<file path="src/rtl/sap_pkg.sv">
package sap_pkg;
  localparam int LEN_W = 6;

  typedef enum logic [1:0] {
    FMT_I2S = 2'b00,
    FMT_RJ  = 2'b01,
    FMT_LJ  = 2'b10,
    FMT_BYP = 2'b11
  } fmt_e;
endpackage

</file>
<file path="src/rtl/sap_edge.sv">
module sap_edge (
  input  logic clk,
  input  logic rst_n,
  input  logic bclk_i,
  input  logic wclk_i,
  input  logic sdat_i,
  output logic rise_o,
  output logic fall_o,
  output logic wclk_o,
  output logic sdat_o
);
  logic [2:0] smp_q, smp_d;
  logic       bprev_q;

  always_comb smp_d = {bclk_i, wclk_i, sdat_i};

  always_ff @(posedge clk or negedge rst_n) begin
    if (!rst_n) begin
      smp_q   <= '0;
      bprev_q <= 1'b0;
    end else begin
      smp_q   <= smp_d;
      bprev_q <= smp_q[2];
    end
  end

  assign rise_o = smp_q[2] & ~bprev_q;
  assign fall_o = ~smp_q[2] & bprev_q;
  assign wclk_o = smp_q[1];
  assign sdat_o = smp_q[0];
endmodule

</file>
<file path="src/rtl/sap_rx.sv">
module sap_rx
  import sap_pkg::*;
#(
  parameter int WORD_W = 24,
  parameter int CNT_W  = 6
) (
  input  logic              clk,
  input  logic              rst_n,
  input  fmt_e              fmt,
  input  logic [LEN_W-1:0]  rj_len,
  input  logic              rise,
  input  logic              wclk_s,
  input  logic              sdat_s,
  output logic              rx_valid,
  output logic              rx_right,
  output logic [WORD_W-1:0] rx_word,
  output logic              frm_lvl,
  output logic              wclk_last,
  output logic              armed,
  output logic              len_ok,
  output logic [CNT_W-1:0]  bit_idx,
  output logic [CNT_W-1:0]  half_len
);
  logic [1:0]        warm_q, warm_d;
  logic              f_q, wck_q, f_now, trans, emit;
  logic [CNT_W-1:0]  cnt_q, cnt_d, hlen_q, hlen_d;
  logic [WORD_W-1:0] cap_q, cap_d, rjsh_q, rj_word, word_q, word_d;
  logic              vld_q, vld_d, right_q, right_d, lok_q, lok_d;
  int                lc, idx;

  always_comb begin
    // framing level: 1 = left half; I2S uses word clock from the prior edge
    f_now = (fmt == FMT_I2S) ? ~wck_q : wclk_s;
    trans = (warm_q >= 2'd2) && (f_now != f_q);
    lc    = (int'(rj_len) > WORD_W) ? WORD_W : int'(rj_len);

    rj_word = '0;
    for (int i = 0; i < WORD_W; i++)
      if (i >= WORD_W - lc) rj_word[i] = rjsh_q[i - WORD_W + lc];

    cap_d = cap_q;
    idx   = WORD_W - 1 - int'(cnt_q);
    if (trans) begin
      cap_d = '0;
      cap_d[WORD_W-1] = sdat_s;
    end else if (int'(cnt_q) < WORD_W) begin
      cap_d[idx] = sdat_s;
    end

    cnt_d  = trans ? CNT_W'(1) : ((cnt_q == '1) ? cnt_q : cnt_q + 1'b1);
    warm_d = warm_q;
    if (warm_q < 2'd2)  warm_d = warm_q + 2'd1;
    else if (trans)     warm_d = 2'd3;

    emit    = rise && trans && (warm_q == 2'd3) && (fmt != FMT_BYP);
    vld_d   = emit;
    word_d  = emit ? ((fmt == FMT_RJ) ? rj_word : cap_q) : word_q;
    right_d = emit ? ~f_q : right_q;
    hlen_d  = (rise && trans) ? cnt_q : hlen_q;
    lok_d   = lok_q | (rise && trans && (warm_q == 2'd3));
  end

  always_ff @(posedge clk or negedge rst_n) begin
    if (!rst_n) begin
      warm_q <= '0; f_q <= 1'b0; wck_q <= 1'b0; cnt_q <= '0;
      cap_q <= '0; rjsh_q <= '0; vld_q <= 1'b0; right_q <= 1'b0;
      word_q <= '0; hlen_q <= '0; lok_q <= 1'b0;
    end else begin
      vld_q   <= vld_d;
      word_q  <= word_d;
      right_q <= right_d;
      hlen_q  <= hlen_d;
      lok_q   <= lok_d;
      if (rise) begin
        f_q    <= f_now;
        wck_q  <= wclk_s;
        cnt_q  <= cnt_d;
        cap_q  <= cap_d;
        rjsh_q <= {rjsh_q[WORD_W-2:0], sdat_s};
        warm_q <= warm_d;
      end
    end
  end

  assign rx_valid  = vld_q;
  assign rx_right  = right_q;
  assign rx_word   = word_q;
  assign frm_lvl   = f_q;
  assign wclk_last = wck_q;
  assign armed     = (warm_q == 2'd3);
  assign len_ok    = lok_q;
  assign bit_idx   = cnt_q;
  assign half_len  = hlen_q;


  strobe_single_chk: assert property (@(posedge clk) disable iff (!rst_n)
    rx_valid |=> !rx_valid);

  strobe_after_rise_chk: assert property (@(posedge clk) disable iff (!rst_n)
    rx_valid |-> $past(rise));

  bypass_quiet_chk: assert property (@(posedge clk) disable iff (!rst_n)
    (fmt == FMT_BYP) |=> !rx_valid);

  rj_zero_len_chk: assert property (@(posedge clk) disable iff (!rst_n)
    (rx_valid && $past(fmt == FMT_RJ) && ($past(rj_len) == '0)) |-> (rx_word == '0));
endmodule

</file>
<file path="src/rtl/sap_tx.sv">
module sap_tx
  import sap_pkg::*;
#(
  parameter int WORD_W = 24,
  parameter int CNT_W  = 6
) (
  input  logic              clk,
  input  logic              rst_n,
  input  fmt_e              fmt,
  input  logic [LEN_W-1:0]  rj_len,
  input  logic              fall,
  input  logic              wclk_s,
  input  logic              wclk_last,
  input  logic              frm_lvl,
  input  logic [CNT_W-1:0]  bit_idx,
  input  logic [CNT_W-1:0]  half_len,
  input  logic              armed,
  input  logic              len_ok,
  input  logic [WORD_W-1:0] tx_left,
  input  logic [WORD_W-1:0] tx_right,
  output logic              sout
);
  logic              f_n, tn, bit_v, sout_q, sout_d;
  logic [WORD_W-1:0] word, hold_q, hold_d;
  int                k, n, j, lc;

  always_comb begin
    // predict the framing of the coming rising edge
    f_n   = (fmt == FMT_I2S) ? ~wclk_last : wclk_s;
    tn    = (f_n != frm_lvl);
    k     = tn ? 0 : int'(bit_idx);
    word  = tn ? (f_n ? tx_left : tx_right) : hold_q;
    lc    = (int'(rj_len) > WORD_W) ? WORD_W : int'(rj_len);
    n     = int'(half_len);
    j     = n - 1 - k;
    bit_v = 1'b0;
    if (fmt == FMT_RJ) begin
      if (len_ok && (k < n) && (j >= 0) && (j < lc)) bit_v = word[WORD_W - lc + j];
    end else begin
      if (k < WORD_W) bit_v = word[WORD_W - 1 - k];
    end
    sout_d = fall ? (armed & bit_v) : sout_q;
    hold_d = (fall && tn) ? word : hold_q;
  end

  always_ff @(posedge clk or negedge rst_n) begin
    if (!rst_n) begin
      sout_q <= 1'b0;
      hold_q <= '0;
    end else begin
      sout_q <= sout_d;
      hold_q <= hold_d;
    end
  end

  assign sout = sout_q;


  out_on_fall_chk: assert property (@(posedge clk) disable iff (!rst_n)
    !$stable(sout_q) |-> $past(fall));
endmodule

</file>
<file path="src/rtl/sap_port.sv">
module sap_port
  import sap_pkg::*;
#(
  parameter int WORD_W   = 24,
  parameter int HALF_MAX = 32
) (
  input  logic              clk,
  input  logic              rst_n,
  input  logic [1:0]        fmt_sel,
  input  logic [LEN_W-1:0]  rj_len,
  input  logic              bclk_in,
  input  logic              wclk_in,
  input  logic              sdata_in,
  input  logic [WORD_W-1:0] tx_left,
  input  logic [WORD_W-1:0] tx_right,
  output logic              rx_valid,
  output logic              rx_right,
  output logic [WORD_W-1:0] rx_word,
  output logic              sdata_out
);
  localparam int CNT_W = $clog2(HALF_MAX + 1);

  fmt_e             fmt;
  logic             rise, fall, wclk_s, sdat_s;
  logic             frm_lvl, wclk_last, armed, len_ok, sout;
  logic [CNT_W-1:0] bit_idx, half_len;

  assign fmt = fmt_e'(fmt_sel);

  sap_edge u_edge (
    .clk(clk), .rst_n(rst_n), .bclk_i(bclk_in), .wclk_i(wclk_in), .sdat_i(sdata_in),
    .rise_o(rise), .fall_o(fall), .wclk_o(wclk_s), .sdat_o(sdat_s)
  );

  sap_rx #(.WORD_W(WORD_W), .CNT_W(CNT_W)) u_rx (
    .clk(clk), .rst_n(rst_n), .fmt(fmt), .rj_len(rj_len), .rise(rise),
    .wclk_s(wclk_s), .sdat_s(sdat_s), .rx_valid(rx_valid), .rx_right(rx_right),
    .rx_word(rx_word), .frm_lvl(frm_lvl), .wclk_last(wclk_last), .armed(armed),
    .len_ok(len_ok), .bit_idx(bit_idx), .half_len(half_len)
  );

  sap_tx #(.WORD_W(WORD_W), .CNT_W(CNT_W)) u_tx (
    .clk(clk), .rst_n(rst_n), .fmt(fmt), .rj_len(rj_len), .fall(fall),
    .wclk_s(wclk_s), .wclk_last(wclk_last), .frm_lvl(frm_lvl), .bit_idx(bit_idx),
    .half_len(half_len), .armed(armed), .len_ok(len_ok), .tx_left(tx_left),
    .tx_right(tx_right), .sout(sout)
  );

  // pass-through has no register in the path
  assign sdata_out = (fmt == FMT_BYP) ? sdata_in : sout;
endmodule

</file>
<file path="config.mk">
export PLATFORM = sky130hd
export DESIGN_NAME = sap_port
export DESIGN_NICKNAME = d
export VERILOG_FILES = /design/src/rtl/sap_pkg.sv /design/src/rtl/sap_edge.sv /design/src/rtl/sap_rx.sv /design/src/rtl/sap_tx.sv /design/src/rtl/sap_port.sv
export SDC_FILE = /design/constraint.sdc
export NUM_CORES = 1
export LEC_CHECK = 0
export BUFFER_PORTS_ARGS = -buffer_cell sky130_fd_sc_hd__buf_4
export CAP_MARGIN = 10
export CORE_UTILIZATION = 50
export CTS_CLUSTER_SIZE = 24
export DETAILED_ROUTE_END_ITERATION = 10
export GPL_TIMING_DRIVEN = 0
export HOLD_SLACK_MARGIN = 0.08
export PLACE_DENSITY = 0.79
export SYNTH_ARGS = -nofsm -noshare
export SYNTH_HDL_FRONTEND = slang
export SYNTH_SLANG_ARGS = --single-unit
</file>
<file path="constraint.sdc">
create_clock -name clk -period 3.94 [get_ports clk]
set_clock_uncertainty 0.1 [all_clocks]
set_input_delay 0.197 -clock clk [delete_from_list [all_inputs] [get_ports clk]]
set_output_delay 0.197 -clock clk [all_outputs]
set_load 0.01 [all_outputs]
</file>
# --- Yosys cells after proc, flatten, opt, wreduce, memory -nomap -nowiden ---
# Cells that the tools add are included.
word_totals:
  ff_bits: 120
  input_bits: 61
  out_inout_bits: 27
  elab_cells: 258
classes:
  addsub: 32
  order_cmp: 60
  eq_ne: 7
  n_mux: 121
  bitwise: 8
  reduce_logical: 15
ops:
  columns: ["op", "n"]
  rows:
  - ["< comparator 32 x 7 -> 1 bit, second input constant", 27]
  - ["adder 5 x 32 -> 32 bit, first input constant", 8]
  - ["adder 6 x 32 -> 32 bit, first input constant", 8]
  - [">= comparator 5 x 32 -> 1 bit, first input constant", 8]
  - [">= comparator 6 x 32 -> 1 bit, first input constant", 8]
  - ["binary-select mux 1 bit (select 5 bit)", 26]
  - ["adder 4 x 32 -> 32 bit, first input constant", 4]
  - [">= comparator 4 x 32 -> 1 bit, first input constant", 4]
  - ["2-to-1 mux 24 bit", 5]
  - ["2-to-1 mux 1 bit", 82]
  - ["adder 3 x 32 -> 32 bit, first input constant", 2]
  - [">= comparator 3 x 32 -> 1 bit, first input constant", 2]
  - [">= comparator 32 x 1 -> 1 bit, second input constant", 2]
  - ["< comparator 32 x 7 -> 1 bit", 2]
  - ["subtractor 6 x 32 -> 32 bit, first input constant", 2]
  - ["adder 1 x 32 -> 32 bit, first input constant", 1]
  - ["adder 2 x 32 -> 32 bit, first input constant", 1]
  - ["adder 32 bit", 1]
  - [">= comparator 1 x 32 -> 1 bit, first input constant", 1]
  - [">= comparator 2 x 32 -> 1 bit, first input constant", 1]
  - ["< comparator 32 x 6 -> 1 bit, second input constant", 1]
  - ["subtractor 32 bit", 1]
  - ["bitwise mux 24 bit", 1]
  - ["2-to-1 mux 6 bit", 4]
  - ["other kinds (23)", 41]

# --- Longest topological paths before layout ---
logic_depth:
  ltp_word: 12
  depth_mapped: 21

# --- Modules after synthesis ---
# From an unflattened synthesis, not the netlist that was laid out.
hier_totals:
  hier_cells: 1295
  hier_area_um2: 10936.7
by_module_without_submodules:
  columns: ["mod", "n_inst", "cells_each", "area_per_inst_um2", "seq_area_each_um2"]
  rows:
  - ["sap_rx", 1, 788, 7119.3, 2277.2]
  - ["sap_tx", 1, 499, 3683.5, 625.6]
  - ["sap_edge", 1, 6, 115.1, 100.1]
  - ["sap_port", 1, 2, 18.8, 0.0]

# --- Worst setup path before layout ---
# OpenSTA, ideal clock, no wires.
synth_timing:
  path_kind: "register -> register"
  startpoint: "register u_rx.wck_q (netlist: u_rx.wclk_last)"
  endpoint: "register u_tx.sout_q (netlist: u_tx.sout)"
  t_arrival_ns: 4.083
  required_time_ns: 3.775
  path_slack_ns: -0.308
  path_stages_with_launch: 21
  path_buffers: 1
  cell_sequence: "dfrtp_1 -> or3_1 -> buf_2 -> nand3_2 -> nand2_4 -> nor2_2 -> ha_1 -> inv_1 -> fa_1 -> a21o_1 -> a21oi_1 -> nor2b_1 -> o21ai_0 -> nand2b_1 -> ha_1 -> nor4bb_1 -> nand4_1 -> nor4_1 -> nand4_1 -> a2111oi_0 -> a211o_1"
synth_via:
  elab_chain_cells: 12
  word_cells_on_any_way: 26
synth_lines:
  columns: ["element", "line_no", "text"]
  rows:
  - ["start, declared", "sap_rx.sv:25", "logic f_q, wck_q, f_now, trans, emit;"]
  - ["start signal, assigned", "sap_rx.sv:76", "wck_q <= wclk_s;"]
  - ["NOT 1 bit (*)", "sap_tx.sv:29", "f_n = (fmt == FMT_I2S) ? ~wclk_last : wclk_s;"]
  - ["2-to-1 mux 1 bit (*)", "sap_tx.sv:29", null]
  - ["inequality test 1 bit", "sap_tx.sv:30", "tn = (f_n != frm_lvl);"]
  - ["2-to-1 mux 6 bit", "sap_tx.sv:31", "k = tn ? 0 : int'(bit_idx);"]
  - ["subtractor 32 bit", "sap_tx.sv:35", "j = n - 1 - k;"]
  - ["adder 32 bit", "sap_tx.sv:38", "if (len_ok && (k < n) && (j >= 0) && (j < lc)) bit_v = word[WORD_W - lc + j];"]
  - ["binary-select mux 1 bit (select 5 bit)", "sap_tx.sv:38", null]
  - ["2-to-1 mux 1 bit (implied by the code) (2 in a row)", "sap_tx.sv:38", null]
  - ["2-to-1 mux 1 bit", "sap_tx.sv:38", null]
  - ["2-to-1 mux 1 bit (*)", "sap_tx.sv:37", "if (fmt == FMT_RJ) begin"]
  - ["AND 1 bit (*)", "sap_tx.sv:42", "sout_d = fall ? (armed & bit_v) : sout_q;"]
  - ["end signal, assigned", "sap_tx.sv:51", "sout_q <= sout_d;"]
  - ["end, declared", "sap_tx.sv:23", "logic f_n, tn, bit_v, sout_q, sout_d;"]
# Every way passes the cells marked *; elsewhere a longest branch is shown, timed or not. The select of a mux whose other input is x is not followed.
# A chain may end at the register's enable or synchronous reset.

# --- Final worst setup path ---
# Same ends and word-level chain as after synthesis.

==> results.json <==
{
  "ys_ff_latch": 120,
  "start_util_pct": 51.59,
  "via_per_inst": 6.354,
  "syn_inst": 1173,
  "cts_tree": "done",
  "setup_ws_ps": -465.6,
  "synthArstFlopShare_pct": 100.0,
  "critPathMostFrequentCell": "nand4_1",
  "grt_max_degree": 69,
  "powerDensity_nw_per_um2": 797.0,
  "detail_route.first_pass.iterations": 8,
  "io_pins": 88,
  "layout_min_cycle_time_ps": 4406,
  "outcome": "finished with violations",
  "hp-class": "in2reg",
  "grt_util_met3_pct": 6.192,
  "power_mw": 9.840,
  "cts_buffers": 17,
  "cp-start-kind": "flop",
  "rsz0062_at_grt": "true",
  "vdd_drop_max_v": 0.0005874,
  "final_hold_viol_count": 0,
  "fin_tns_setup_ps": -465.6,
  "max_slew_margin_pct": 52.58,
  "clockBufferDepth": 2,
  "die_h_um": 144.4,
  "slew_violations": 0,
  "crit_start": "u_rx.wclk_last",
  "gp_congestion": 1.001,
  "drt_iter0_markers": 1078,
  "place_worst_setup_slack_ps": -1028,
  "rrSetupSlack_ps": -470,
  "grt.total_usage_pct": 32.34,
  "grt_pass1_wl_mm": 51.20,
  "top_usage_layer": "met2",
  "fp.dieW_um": 144.4,
  "vias": 10065,
  "maxCapViolations": 0,
  "yosys_most_used_dff": "dfrtp_1",
  "grt_pass1_vias": 9423,
  "drt_wl_total_mm": 33.08,
  "synth_cell_type_count": 80,
  "regArea_um2": 3004,
  "cpPeakStageDelay_ps": 380,
  "fin_nets": 1428,
  "path_cells": "or3_4 > buf_6 > nand3_4 > nand2_8 > nor2_4 > inv_4 > buf_12 > fa_2 > a21o_1 > a21oi_2 > nor2b_1 > o21ai_2 > nand2_1 > ha_4 > nor4b_2 > nand4_1 > nor4_2 > nand4_1 > a2111oi_2 > a211o_1",
  "crit_end": "u_tx.sout",
  "dpl.hpwl_mm": 24.34,
  "clkSinkCount": 120,
  "wl_per_cell_um": 20.88,
  "clk_pin_slew_worst_paths_ps": 60,
  "htreeDepth": 4,
  "synth_edf_count": 0,
  "reg2regPathDepth": 20,
  "synth_seq_area_share_pct": 29.62,
  "netlist_area_um2": 10140,
  "path_max_fanout": 6,
  "clkLatencyLatePin_ps": 420,
  "fill_cells": 1689,
  "yosys_warnings": 0,
  "coreArea_um2": 19650,
  "port_buffers": 86,
  "n_antenna_cell": 0,
  "setup_viol": 1,
  "violations": "setup timing",
  "clock.fmax_mhz": 227.0,
  "root_buffer": "clkbuf_16",
  "leakage_nw": 5.348,
  "r2r-start": "u_rx.wclk_last",
  "multi_input_area_um2": 6869,
  "cp.required_ps": 4210,
  "avgSynthCellArea_um2": 8.643,
  "drive_gt1_share_pct": 19.71,
  "reg2reg_to": "u_tx.sout",
  "worstMarginPinSlew_ps": 708.7,
  "crit_arrival_ps": 4680,
  "grt.overflow.total": 0,
  "route.detailed.drc": 0,
  "grt_use_met1_pct": 43.30,
  "area_growth_pct": 21.78,
  "end_kind": "flop",
  "criticalPathCategory": "reg2reg",
  "cpMaxStageDelayCell": "dfrtp_1",
  "ant_nets": 0,
  "rows": 51,
  "fin_crit_sh_pct": 111.8,
  "dieArea_um2": 20850,
  "antenna_found_initial": 0,
  "grtUsageMet2_pct": 50.68
}
critical path: cells and delay by family (launching register included):
family / cells / cell delay, ps
AO/OA/AOI/OAI: 5 / 1070
adder cells (fa/ha/maj): 2 / 660
buffers and inverters: 3 / 330
flip-flops: 1 / 380
AND/OR/NAND/NOR: 10 / 1820
placed cells by master (no fill, tap or decap), types with 20 or more instances in the layout:
| cell | instances |
|---|---|
| xnor2_1 | 25 |
| buf_4 | 99 |
| ha_1 | 51 |
| mux2i_1 | 55 |
| clkbuf_1 | 43 |
| nor2_1 | 64 |
| a21oi_1 | 81 |
| inv_1 | 31 |
| a32o_1 | 24 |
| nand2_1 | 175 |
| o22ai_1 | 27 |
| nand2b_1 | 22 |
| nand3_1 | 21 |
| mux4_2 | 28 |
| nand4_1 | 20 |
| dfrtp_1 | 119 |
| o21ai_0 | 59 |
worst min path at each step:
| stage | cells after the start | end | start |
|---|---|---|---|
| final | 4 | u_tx.hold_q[11] | tx_left[11] |
| after detailed placement | 1 | u_rx.rx_word[9] | rst_n |
| after global placement | 1 | u_edge.smp_q[1] | wclk_in |
| after CTS | 3 | u_tx.hold_q[21] | tx_left[21] |
| after floorplan | 0 | u_edge.bprev_q | rst_n |
| after global routing | 4 | u_tx.hold_q[5] | tx_left[5] |
final cells by class:
class | count | area share (%)
plain buffers | 84 | 3.304
clock buffers | 21 | 3.810
clock inverters | 11 | 1.176
inverters | 41 | 1.328
multi-input cells | 926 | 55.63
flip-flops and latches | 120 | 24.33
well taps | 265 | 2.685
repair buffers | 116 | 7.732
where the power goes:
group / switching (mW) / total, mW / internal (mW)
clock: 0.615 / 1.66 / 1.04
combinational: 3.49 / 6.27 / 2.78
sequential: 0.365 / 1.91 / 1.54
total: 4.47 / 9.84 / 5.37
sequential cells by signal, summed over array words and instances (netlist names):
register        count
u_edge.bprev_q      1
u_edge.smp_q        3
u_rx.bit_idx        6
u_rx.cap_q         24
u_rx.frm_lvl        1
u_rx.half_len       6
u_rx.len_ok         1
u_rx.rjsh_q        24
u_rx.rx_right       1
u_rx.rx_valid       1
u_rx.rx_word       24
u_rx.warm_q         2
u_rx.wclk_last      1
u_tx.hold_q        24
u_tx.sout           1
per-layer routing:
metal	up-vias	part of all wire, %
li1	4574	-
met3	87	8.8
met4	0	3.7
met2	556	45
met5	-	0
met1	4848	42
what timing repair did:
action | 4_1_cts | 5_1_grt
endpoints found under the setup margin | 1 | 11
pin swaps | 12 | 20
setup buffers | 4 | 6
resized for setup | 17 | 20
hold endpoints to repair | 70 | 0
hold buffers | 19 | 0
synthesized netlist by cell type, drive strengths merged (4+ instances only):
library cell | instances | area, um2
a2111oi | 4 | 35.03
a211o | 5 | 43.79
a211oi | 9 | 67.56
a21boi | 6 | 45.04
a21o | 8 | 60.06
a21oi | 84 | 431.7
a221oi | 4 | 35.03
a22oi | 5 | 37.54
a311o | 4 | 40.04
a31oi | 9 | 56.30
a32o | 24 | 240.2
and2 | 12 | 75.07
and3 | 14 | 87.58
buf | 39 | 217.7
clkbuf | 48 | 180.2
clkinv | 4 | 15.01
dfrtp | 120 | 3003
ha | 59 | 738.2
inv | 37 | 143.9
mux2 | 19 | 214.0
mux2i | 55 | 550.5
mux4 | 28 | 630.6
nand2 | 182 | 705.7
nand2b | 25 | 156.4
nand3 | 22 | 115.1
nand4 | 20 | 125.1
nor2 | 71 | 274.0
nor2b | 12 | 75.07
nor3 | 18 | 101.4
o2111ai | 5 | 43.79
o211ai | 10 | 75.07
o21a | 9 | 67.56
o21ai | 65 | 332.8
o22a | 11 | 96.34
o22ai | 27 | 168.9
o311ai | 5 | 43.80
o31ai | 5 | 37.54
or3 | 15 | 93.84
xnor2 | 29 | 269.0
xor2 | 5 | 51.30
per-stage QoR:
step,hold WS (ps),instance area (um2),std cells,util (%)
2_1_floorplan,-198.6,10220,1174,-
3_3_place_gp,207.2,11200,1525,57.00
3_5_place_dp,85.37,11230,1526,57.16
4_1_cts,85.02,12130,1579,61.72
5_1_grt,119.8,12350,1584,62.82
6_report,93.46,12350,1584,62.82
kinds of logic (layout without fill, tap and decap cells):
group           count (synthesis)  in the layout  share of synthesized area (%)
flops                         120            120                          29.62
compound gates                319            319                          21.07
other cells                     1              2                        0.03699
simple gates                  408            408                          19.19
buf+inv                       128            273                          5.492
mux                           102            102                          13.76
fa+ha+maj                      61             61                          7.676
xor+xnor                       34             34                          3.159
Note: power is estimated with default switching activity, not from simulation.
